### src/rtl/sbcd_pkg.sv
package sbcd_pkg;

    // Four decimal digits: ones, tens, hundreds, thousands.
    localparam int DIGITS    = 4;
    localparam int DIGIT_W   = 4;
    localparam int DIGITS_W  = DIGITS * DIGIT_W;

    typedef logic [DIGIT_W-1:0] bcd_digit_t;

    // Positions of each digit inside the packed digit bus.
    localparam int POS_ONES      = 0;
    localparam int POS_TENS      = 1;
    localparam int POS_HUNDREDS  = 2;
    localparam int POS_THOUSANDS = 3;

endpackage

### src/rtl/sbcd_magnitude.sv
module sbcd_magnitude #(
    parameter int SAMPLE_W    = 10,
    parameter int SCALE_SHIFT = 2,
    parameter int MAG_W       = SAMPLE_W + SCALE_SHIFT
) (
    input  logic [SAMPLE_W-1:0] sample,
    output logic                negative,
    output logic [MAG_W-1:0]    scaled
);

    logic                sign_bit;
    logic                min_code;
    logic [SAMPLE_W-1:0] magnitude;

    assign sign_bit = sample[SAMPLE_W-1];
    assign min_code = sign_bit & ~|sample[SAMPLE_W-2:0];

    always_comb begin
        if (min_code) begin
            magnitude = '0;
        end else if (sign_bit) begin
            magnitude = ~sample + 1'b1;
        end else begin
            magnitude = sample;
        end
    end

    // A zero reading is never signed.
    assign negative = sign_bit & ~min_code;
    assign scaled   = {magnitude, {SCALE_SHIFT{1'b0}}};

endmodule

### src/rtl/sbcd_dabble.sv
module sbcd_dabble
    import sbcd_pkg::*;
#(
    parameter int BIN_W = 12
) (
    input  logic [BIN_W-1:0]    bin_in,
    output logic [DIGITS_W-1:0] bcd_out
);

    localparam int TOT_W = DIGITS_W + BIN_W;

    logic [TOT_W-1:0] chain [BIN_W+1];
    logic             unused_tail;

    assign chain[0] = {{DIGITS_W{1'b0}}, bin_in};

    for (genvar s = 0; s < BIN_W; s++) begin : g_stage
        logic [DIGITS_W-1:0] dig_adj;
        for (genvar d = 0; d < DIGITS; d++) begin : g_digit
            bcd_digit_t nib;
            assign nib = chain[s][BIN_W + DIGIT_W*d +: DIGIT_W];
            assign dig_adj[DIGIT_W*d +: DIGIT_W] =
                (nib >= 4'd5) ? nib + 4'd3 : nib;
        end
        assign chain[s+1] = {dig_adj, chain[s][BIN_W-1:0]} << 1;
    end

    assign bcd_out     = chain[BIN_W][TOT_W-1 -: DIGITS_W];
    assign unused_tail = ^chain[BIN_W][BIN_W-1:0];

endmodule

### src/rtl/sbcd_out_stage.sv
module sbcd_out_stage #(
    parameter int W          = 27,
    parameter bit REGISTERED = 1'b1
) (
    input  logic         clk,
    input  logic         rst_n,
    input  logic [W-1:0] d_in,
    output logic [W-1:0] q_out
);

    if (REGISTERED) begin : g_reg
        always_ff @(posedge clk or negedge rst_n) begin
            if (!rst_n) begin
                q_out <= '0;
            end else begin
                q_out <= d_in;
            end
        end
    end else begin : g_wire
        assign q_out = d_in;
    end

endmodule

### src/rtl/signed_sample_bcd.sv
module signed_sample_bcd
    import sbcd_pkg::*;
#(
    parameter int IN_W        = 16,
    parameter int SAMPLE_W    = 10,
    parameter int SCALE_SHIFT = 2,
    parameter bit OUT_REG     = 1'b1
) (
    input  logic                clk,
    input  logic                rst_n,
    input  logic [IN_W-1:0]     sensor_word,
    output logic [SAMPLE_W-1:0] sample_field,
    output logic [3:0]          bcd_ones,
    output logic [3:0]          bcd_tens,
    output logic [3:0]          bcd_hundreds,
    output logic [3:0]          bcd_thousands,
    output logic                mag_negative
);

    localparam int MAG_W  = SAMPLE_W + SCALE_SHIFT;
    localparam int PACK_W = SAMPLE_W + 1 + DIGITS_W;

    logic [SAMPLE_W-1:0] sample_c;
    logic                neg_c;
    logic [MAG_W-1:0]    scaled_c;
    logic [DIGITS_W-1:0] digits_c;
    logic [PACK_W-1:0]   pack_c;
    logic [PACK_W-1:0]   pack_q;
    logic [DIGITS_W-1:0] digits_q;
    logic                unused_upper_bits;

    assign sample_c          = sensor_word[SAMPLE_W-1:0];
    assign unused_upper_bits = ^sensor_word[IN_W-1:SAMPLE_W];

    sbcd_magnitude #(
        .SAMPLE_W   (SAMPLE_W),
        .SCALE_SHIFT(SCALE_SHIFT),
        .MAG_W      (MAG_W)
    ) u_mag (
        .sample  (sample_c),
        .negative(neg_c),
        .scaled  (scaled_c)
    );

    sbcd_dabble #(
        .BIN_W(MAG_W)
    ) u_dabble (
        .bin_in (scaled_c),
        .bcd_out(digits_c)
    );

    assign pack_c = {sample_c, neg_c, digits_c};

    sbcd_out_stage #(
        .W         (PACK_W),
        .REGISTERED(OUT_REG)
    ) u_out (
        .clk  (clk),
        .rst_n(rst_n),
        .d_in (pack_c),
        .q_out(pack_q)
    );

    assign sample_field  = pack_q[PACK_W-1 -: SAMPLE_W];
    assign mag_negative  = pack_q[DIGITS_W];
    assign digits_q      = pack_q[DIGITS_W-1:0];
    assign bcd_ones      = digits_q[DIGIT_W*POS_ONES      +: DIGIT_W];
    assign bcd_tens      = digits_q[DIGIT_W*POS_TENS      +: DIGIT_W];
    assign bcd_hundreds  = digits_q[DIGIT_W*POS_HUNDREDS  +: DIGIT_W];
    assign bcd_thousands = digits_q[DIGIT_W*POS_THOUSANDS +: DIGIT_W];

endmodule

### config.mk
export PLATFORM = sky130hd
export DESIGN_NAME = signed_sample_bcd
export DESIGN_NICKNAME = d
export VERILOG_FILES = /design/src/rtl/sbcd_pkg.sv /design/src/rtl/sbcd_magnitude.sv /design/src/rtl/sbcd_dabble.sv /design/src/rtl/sbcd_out_stage.sv /design/src/rtl/signed_sample_bcd.sv
export SDC_FILE = /design/constraint.sdc
export NUM_CORES = 1
export LEC_CHECK = 0
export BUFFER_PORTS_ARGS = -buffer_cell sky130_fd_sc_hd__buf_2
export CAP_MARGIN = 20
export CELL_PAD_IN_SITES_DETAIL_PLACEMENT = 1
export CELL_PAD_IN_SITES_GLOBAL_PLACEMENT = 1
export CORE_MARGIN = 2
export CORE_UTILIZATION = 48
export DETAILED_ROUTE_END_ITERATION = 10
export PLACE_DENSITY_LB_ADDON = 0.05
export SLEW_MARGIN = 20
export SYNTH_ARGS = -nofsm -noshare
export SYNTH_HDL_FRONTEND = slang
export SYNTH_SLANG_ARGS = --single-unit
### constraint.sdc
create_clock -name clk -period 0.8 [get_ports clk]
set_input_delay 0.04 -clock clk [delete_from_list [all_inputs] [get_ports clk]]
set_output_delay 0.04 -clock clk [all_outputs]
set_load 0.05 [all_outputs]
==> results of run 1 <==
==> through the flow <==
| stage | TNS (ns) | setup slack, ns | hold slack (ns) |
|---|---|---|---|
| after floorplan | -97.38 | -7.30 | -0.256 |
| after global placement | -94.42 | -6.99 | 0.0505 |
==> cell usage after synthesis, types with 4 or more instances <==
cell type,n
nand2_1,39
nor4_1,5
o21a_1,4
mux2i_1,10
nor3_1,14
buf_4,6
nor2b_1,6
a21oi_1,25
and2_1,5
xnor2_1,8
inv_1,24
and3_1,7
ha_1,23
o21ai_1,5
nand4_1,4
a21o_1,8
dfrtp_1,25
o31ai_1,5
nand3_1,10
nand3b_1,4
or3_1,9
nor2_1,37
a211o_1,4
xor2_1,4
buf_2,4
o211ai_1,8
a31oi_1,9
o21ai_0,13
==> logic make-up after synthesis <==
kind of cell             Yosys count  share of synthesized area [%]
flip-flops                        25                           17.5
other                              1                          0.105
AO/OA/AOI/OAI                    145                           31.8
adder cells (fa/ha/maj)           24                           8.32
buffers and inverters             45                           6.12
XOR/XNOR                          13                           3.39
multiplexers                      19                           6.19
AND/OR/NAND/NOR                  171                           26.5
==> flow_summary.json, run 1 <==
{
  "initial_core_util_pct": 49.3,
  "synth_top_area_share_pct": 17.5,
  "port_buffers": 36,
  "ys_seq_area_share_pct": 17.5,
  "yosysTopAreaCell": "dfrtp_1",
  "failing_step": "3_5_place_dp",
  "pin_count": 45,
  "tool.error": "[ERROR DPL-0033] detailed placement checks failed during check placement.",
  "synth_edf_count": 0,
  "yosysWarnings": 0,
  "fp.dieH_um": 90.3,
  "avgSynthCellArea_um2": 8.07,
  "synthCells": 443,
  "syn_area_mm2": 0.00358,
  "synth_seq_cells": 25,
  "async_flop_share_pct": 100,
  "gp_congestion": 0.929,
  "synthTopCellsByArea": "dfrtp_1 (17%), ha_1 (8.0%), nand2_1 (4.1%)",
  "hpwl_um": 16300,
  "num_rows": 31,
  "die_w_um": 90.3,
  "status": "did not finish",
  "synth_cell_types": 105,
  "synthFlopType": "dfrtp_1"
}
==> run 2, diff against run 1 <==
- CELL_PAD_IN_SITES_DETAIL_PLACEMENT: 1 -> default
- CELL_PAD_IN_SITES_GLOBAL_PLACEMENT: 1 -> default
- CORE_UTILIZATION: 48 -> 40
- PLACE_DENSITY_LB_ADDON: 0.05 -> 0.15
==> run 2 against run 1 <==
The flow now finishes, with violations (negative setup slack). Area after synthesis stayed put. Synthesized cell count unchanged.
==> flow_summary.json, run 2 <==
{
  "combPwrFrac_pct": 91.2,
  "synth_edf_count": 0,
  "p_total_mw": 30.0,
  "final_common_cell": "buf_4",
  "final_cells": 807,
  "max-vdd-ir-drop_v": 0.00424,
  "clock_path_buffers": 2,
  "power_frac_seq_pct": 6.2,
  "yosysWarnings": 0,
  "async_flop_share_pct": 100,
  "power_switching_mw": 14.0,
  "cpMaxStageDelayCell": "or3_4",
  "synth_seq_cells": 25,
  "worst-endpoint-arrival_ns": 7.67,
  "required_ns": 0.97,
  "postPlaceCellArea_mm2": 0.00548,
  "sw_frac_of_total_pct": 46.6,
  "max_stage_delay_ns": 0.34,
  "synthXorXnorAreaFrac_pct": 3.39,
  "clkSinkCount": 25,
  "coreArea_mm2": 0.00868,
  "fp.dieH_um": 98.6,
  "clockRootBuffer": "clkbuf_8",
  "vias_per_cell": 5.67,
  "largest_reg_flops": 25,
  "drc_errors": 0,
  "power_density_mw_per_mm2": 4520,
  "violations": "negative setup slack",
  "drv_slew": 0,
  "cts_tree": "yes",
  "port_buffers": 36,
  "first_global_vias": 4478,
  "synth_compound_area_share_pct": 31.8,
  "die_area_mm2": 0.00972,
  "grt_max_degree": 26,
  "hold_viol_final": 0,
  "fin_ws_ns": -6.70,
  "synth_top_area_share_pct": 17.5,
  "clock.fmax_mhz": 133,
  "crit_type": "input port to flip-flop",
  "worstSetupEndpointType": "flip-flop",
  "regMostFlops": "u_out.q_out",
  "yosysTopAreaCell": "dfrtp_1",
  "drt_iter0_drc": 178,
  "maxSlewHeadroom_pct": 59.7,
  "synth_cell_types": 105,
  "final_cell_mix": "buf_4 (214), buf_6 (38), nand2_1 (35)",
  "antenna_found_initial": 0,
  "fin_crit_sh_pct": 937,
  "dp_slack_ns": -7.36,
  "fillers": 557,
  "grt_pass1_wl_um": 20500,
  "antenna_cells": 0,
  "fin_area_mm2": 0.00664,
  "pin_count": 45,
  "gp_congestion": 0.883,
  "synth-adder-area-share_pct": 8.32,
  "avgSynthCellArea_um2": 8.07,
  "synth_most_common_cell": "nand2_1",
  "num_rows": 34,
  "grt_usage_pct": 24.7,
  "critPathMaxFanout": 5,
  "hp-class": "input port to flip-flop",
  "synthFlopType": "dfrtp_1",
  "synthTopCellsByArea": "dfrtp_1 (17%), ha_1 (8.0%), nand2_1 (4.1%)",
  "syn_area_mm2": 0.00358,
  "die_w_um": 98.6,
  "area_delta_synth_final_pct": 85.7,
  "yosys.area_share.simple_pct": 26.5,
  "setup_viol": 40,
  "totalWireLength_um": 13100,
  "rsz0062_at_grt": "yes",
  "startpoint_type": "input port",
  "vias": 4576,
  "wl_per_cell_um": 16.2,
  "htree_levels": 1,
  "finalCriticalPeriod_ns": 7.50,
  "numCtsBuffers": 3,
  "synthCells": 443,
  "internal_power_mw": 16.0,
  "clockPowerShare_pct": 2.6,
  "synth_common_cells": "nand2_1 (39), nor2_1 (37), a21oi_1 (25), dfrtp_1 (25), inv_1 (24)",
  "drive_gt1_share_pct": 58.9,
  "nNetsFinal": 741,
  "status": "finished, violations left",
  "path_clk_slew_ns": 0.09,
  "grt_overflow": 0,
  "initial_core_util_pct": 41.2,
  "maxCapViolations": 0,
  "dr.pass1.iters": 5,
  "ant_nets": 0,
  "crit_top_cell": "ha_4",
  "leakage_nw": 2.97,
  "reg_top3": "u_out.q_out x25",
  "worstMarginPinSlew_ns": 0.604,
  "ys_seq_area_share_pct": 17.5,
  "hpwl_um": 8650,
  "muxShareOfSynthArea_pct": 6.19,
  "synth_top_family_by_area": "compound AO/OA/AOI/OAI gates",
  "dp_cells": 759
}
## run 2: cell counts after synthesis
Identical to the previous run, type by type.
## run 2: timing repair
| item | CTS | global route |
|---|---|---|
| hold endpoints to repair | 26 | 0 |
| cloned | 0 | 0 |
| setup buffers | 33 | 19 |
| setup endpoints to repair | 40 | 40 |
| pin swaps | 61 | 36 |
| hold buffers | 2 | 0 |
| resized for setup | 128 | 45 |
## run 2: cell type report
cell class	count	area, um2	share of cell area, %
repair buffers	267	2170	32.7
clock inverters	1	7.51	0.113
well taps	108	135	2.03
inverters	29	131	1.98
multi-input cells	374	3530	53.1
flip-flops and latches	25	626	9.42
clock buffers	3	41.3	0.621
## run 2: through the flow
step / setup TNS [ns] / hold WS [ns] / utilization, %
final: -90.80 / 0.0137 / 76.6
after global routing: -96.02 / 0.00551 / 76.6
after detailed placement: -100.07 / -0.0110 / 63.2
after CTS: -88.92 / 0.0138 / 72.7
after floorplan: -97.38 / -0.256 / -
after global placement: -97.55 / -0.0117 / 63.2
## run 2: logic make-up (layout without fill, tap and decap cells)
logic type,after synthesis,in the layout
compound gates,145,145
xor+xnor,13,13
fa+ha+maj,24,24
buf+inv,45,300
flops,25,25
mux,19,19
other cells,1,2
simple gates,171,171
## run 2: power groups by stage
stage | registers [mW] | logic (mW) | clock network, mW
floorplan | 2.91 | 12.4 | 0
global placement | 1.78 | 19.8 | 0
detailed placement | 1.79 | 20.3 | 0
CTS | 1.84 | 23.6 | 0.785
global route | 1.88 | 29.1 | 0.853
finish | 1.85 | 27.4 | 0.776
## run 2: per-layer routing
| metal | vias up | GRT usage [%] | routed length, um |
|---|---|---|---|
| li1 | 2197 | - | - |
| met1 | 2248 | 32.0 | 5670 |
| met2 | 106 | 44.2 | 6770 |
| met3 | 25 | 2.27 | 407 |
| met4 | 0 | 6.11 | 218 |
| met5 | - | 0 | 0 |
## run 2: final timing paths
check,cells after the start,from,to,slack (ns)
worst max-delay path,45,sensor_word[0],u_out.q_out[7],-6.70
worst min-delay path,2,sensor_word[0],u_out.q_out[17],0.01
max in group asynchronous,3,rst_n,u_out.q_out[9],0.41
min in group asynchronous,3,rst_n,u_out.q_out[24],0.23
## run 2: critical path, delay by kind of cell
family / cells / cell delay (ns)
AND/OR/NAND/NOR: 14 / 2.10
buffers and inverters: 4 / 0.23
adder cells (fa/ha/maj): 11 / 2.02
AO/OA/AOI/OAI: 14 / 2.85
multiplexers: 2 / 0.39
No activity file was read; power rests on OpenSTA's default activity.
==> run 3, diff against run 2 <==
- RECOVER_POWER: default -> 25
==> run 3 against run 2 <==
The flow still finishes with violations (negative setup slack). Sequential share of layout area hardly changed. Sequential power about the same. Maximum frequency about the same. Critical path type unchanged. Largest cell class unchanged. Largest power group unchanged.
==> flow_summary.json, run 3 (synthesis results as in run 2) <==
{
  "status": "finished, violations left",
  "violations": "negative setup slack",
  "leakage_nw": 2.97,
  "ant_nets": 0,
  "vias": 4576,
  "numCtsBuffers": 3,
  "dr.pass1.iters": 5,
  "finalCriticalPeriod_ns": 7.50,
  "largest_reg_flops": 25,
  "final_util_pct": 76.5,
  "max_stage_delay_ns": 0.34,
  "cpMaxStageDelayCell": "or3_4",
  "drt_iter0_drc": 178,
  "startpoint_type": "input port",
  "wl_met2_um": 6770,
  "path_clk_slew_ns": 0.09,
  "coreArea_mm2": 0.00868,
  "antenna_found_initial": 0,
  "worstSetupEndpointType": "flip-flop",
  "area_delta_synth_final_pct": 85.6,
  "gp_congestion": 0.883,
  "crit_top_cell": "ha_4",
  "fin_area_mm2": 0.00664,
  "fin_ws_ns": -6.70,
  "dr_wl_met3_um": 407,
  "postPlaceCellArea_mm2": 0.00548,
  "drive_gt1_share_pct": 58.8,
  "critPathMaxFanout": 5,
  "hold_ws_ns": 0.0137,
  "clockRootBuffer": "clkbuf_8",
  "port_buffers": 36,
  "rsz0062_at_grt": "yes",
  "htree_levels": 1,
  "totalWireLength_um": 13100,
  "clkSinkCount": 25,
  "grt_usage_pct": 24.7,
  "p_total_mw": 30.0,
  "antenna_cells": 0,
  "met1_length_um": 5670,
  "fp.dieH_um": 98.6,
  "maxSlewHeadroom_pct": 59.7,
  "pin_count": 45,
  "wl_per_cell_um": 16.2,
  "drv_slew": 0,
  "grt_pass1_wl_um": 20500,
  "grt_overflow": 0,
  "hp-class": "input port to flip-flop",
  "max-vdd-ir-drop_v": 0.00424,
  "grt_max_degree": 26,
  "die_w_um": 98.6,
  "initial_core_util_pct": 41.2,
  "reg_top3": "u_out.q_out x25",
  "worstMarginPinSlew_ns": 0.604,
  "clock_path_buffers": 2,
  "crit_type": "input port to flip-flop",
  "die_area_mm2": 0.00972,
  "required_ns": 0.97,
  "drc_errors": 0,
  "hpwl_um": 8650,
  "setup_viol": 40,
  "fin_crit_sh_pct": 937,
  "first_global_vias": 4478,
  "num_rows": 34,
  "clock.fmax_mhz": 133,
  "regMostFlops": "u_out.q_out",
  "final_cell_mix": "buf_4 (213), buf_6 (38), nand2_1 (35)",
  "hold_viol_final": 0,
  "highest_layer": "met4",
  "power_density_mw_per_mm2": 4520,
  "cts_tree": "yes",
  "worst-endpoint-arrival_ns": 7.67,
  "final_common_cell": "buf_4",
  "vias_per_cell": 5.67,
  "maxCapViolations": 0,
  "dp_cells": 759,
  "final_cells": 807,
  "nNetsFinal": 741
}
-- run 3: cell types whose count changed in the layout (fill, tap and decap cells not counted), sizes merged --
cell and change:
buf -1, clkbuf +1
-- run 3: worst paths after layout --
| path | start | end | slack, ns | cells after the start |
|---|---|---|---|---|
| worst max-delay path | sensor_word[0] | u_out.q_out[7] | -6.70 | 45 |
| max in group asynchronous | rst_n | u_out.q_out[9] | 0.41 | 3 |
| worst min-delay path | sensor_word[0] | u_out.q_out[17] | 0.01 | 2 |
| min in group asynchronous | rst_n | u_out.q_out[24] | 0.23 | 3 |
-- run 3: stage by stage --
step / TNS (ns) / worst slack, ns
after floorplan: -97.38 / -7.30
after global placement: -97.55 / -7.18
after detailed placement: -100.07 / -7.36
after CTS: -88.92 / -6.56
after global routing: -96.02 / -7.01
final: -90.80 / -6.70
-- run 3: cell type report --
| class | instances | area, um2 |
|---|---|---|
| Multi-Input combinational cell | 374 | 3530 |
| Timing Repair Buffer | 267 | 2170 |
| Fill cell | 559 | 2040 |
| Sequential cell | 25 | 626 |
| Tap cell | 108 | 135 |
| Inverter | 29 | 131 |
| Clock buffer | 3 | 41.3 |
| Clock inverter | 1 | 7.51 |
-- run 3: routing by layer --
layer | GRT usage, % | vias up
met1 | 32.0 | 2248
li1 | - | 2197
met4 | 6.11 | 0
met3 | 2.27 | 25
met5 | 0 | -
met2 | 44.2 | 106
-- run 3: where the power goes --
group / internal [mW] / switching [mW] / leakage, nW
logic: 14.0 / 13.4 / 2.64
clock network: 0.354 / 0.422 / 0.0217
registers: 1.70 / 0.149 / 0.307
total: 16.0 / 14.0 / 2.97
-- run 3: critical path: cells and delay by family --
kind	cells	cell delay (ns)
buf+inv	4	0.23
compound gates	14	2.85
simple gates	14	2.10
fa+ha+maj	11	2.02
mux	2	0.39
-- run 3: timing repair --
| item | 4_1_cts | 5_1_grt |
|---|---|---|
| endpoints found under the hold margin | 26 | 0 |
| gates resized for setup | 128 | 45 |
| endpoints found under the setup margin | 40 | 40 |
| pin swaps | 61 | 36 |
| hold buffers | 2 | 0 |
| setup buffers | 33 | 19 |
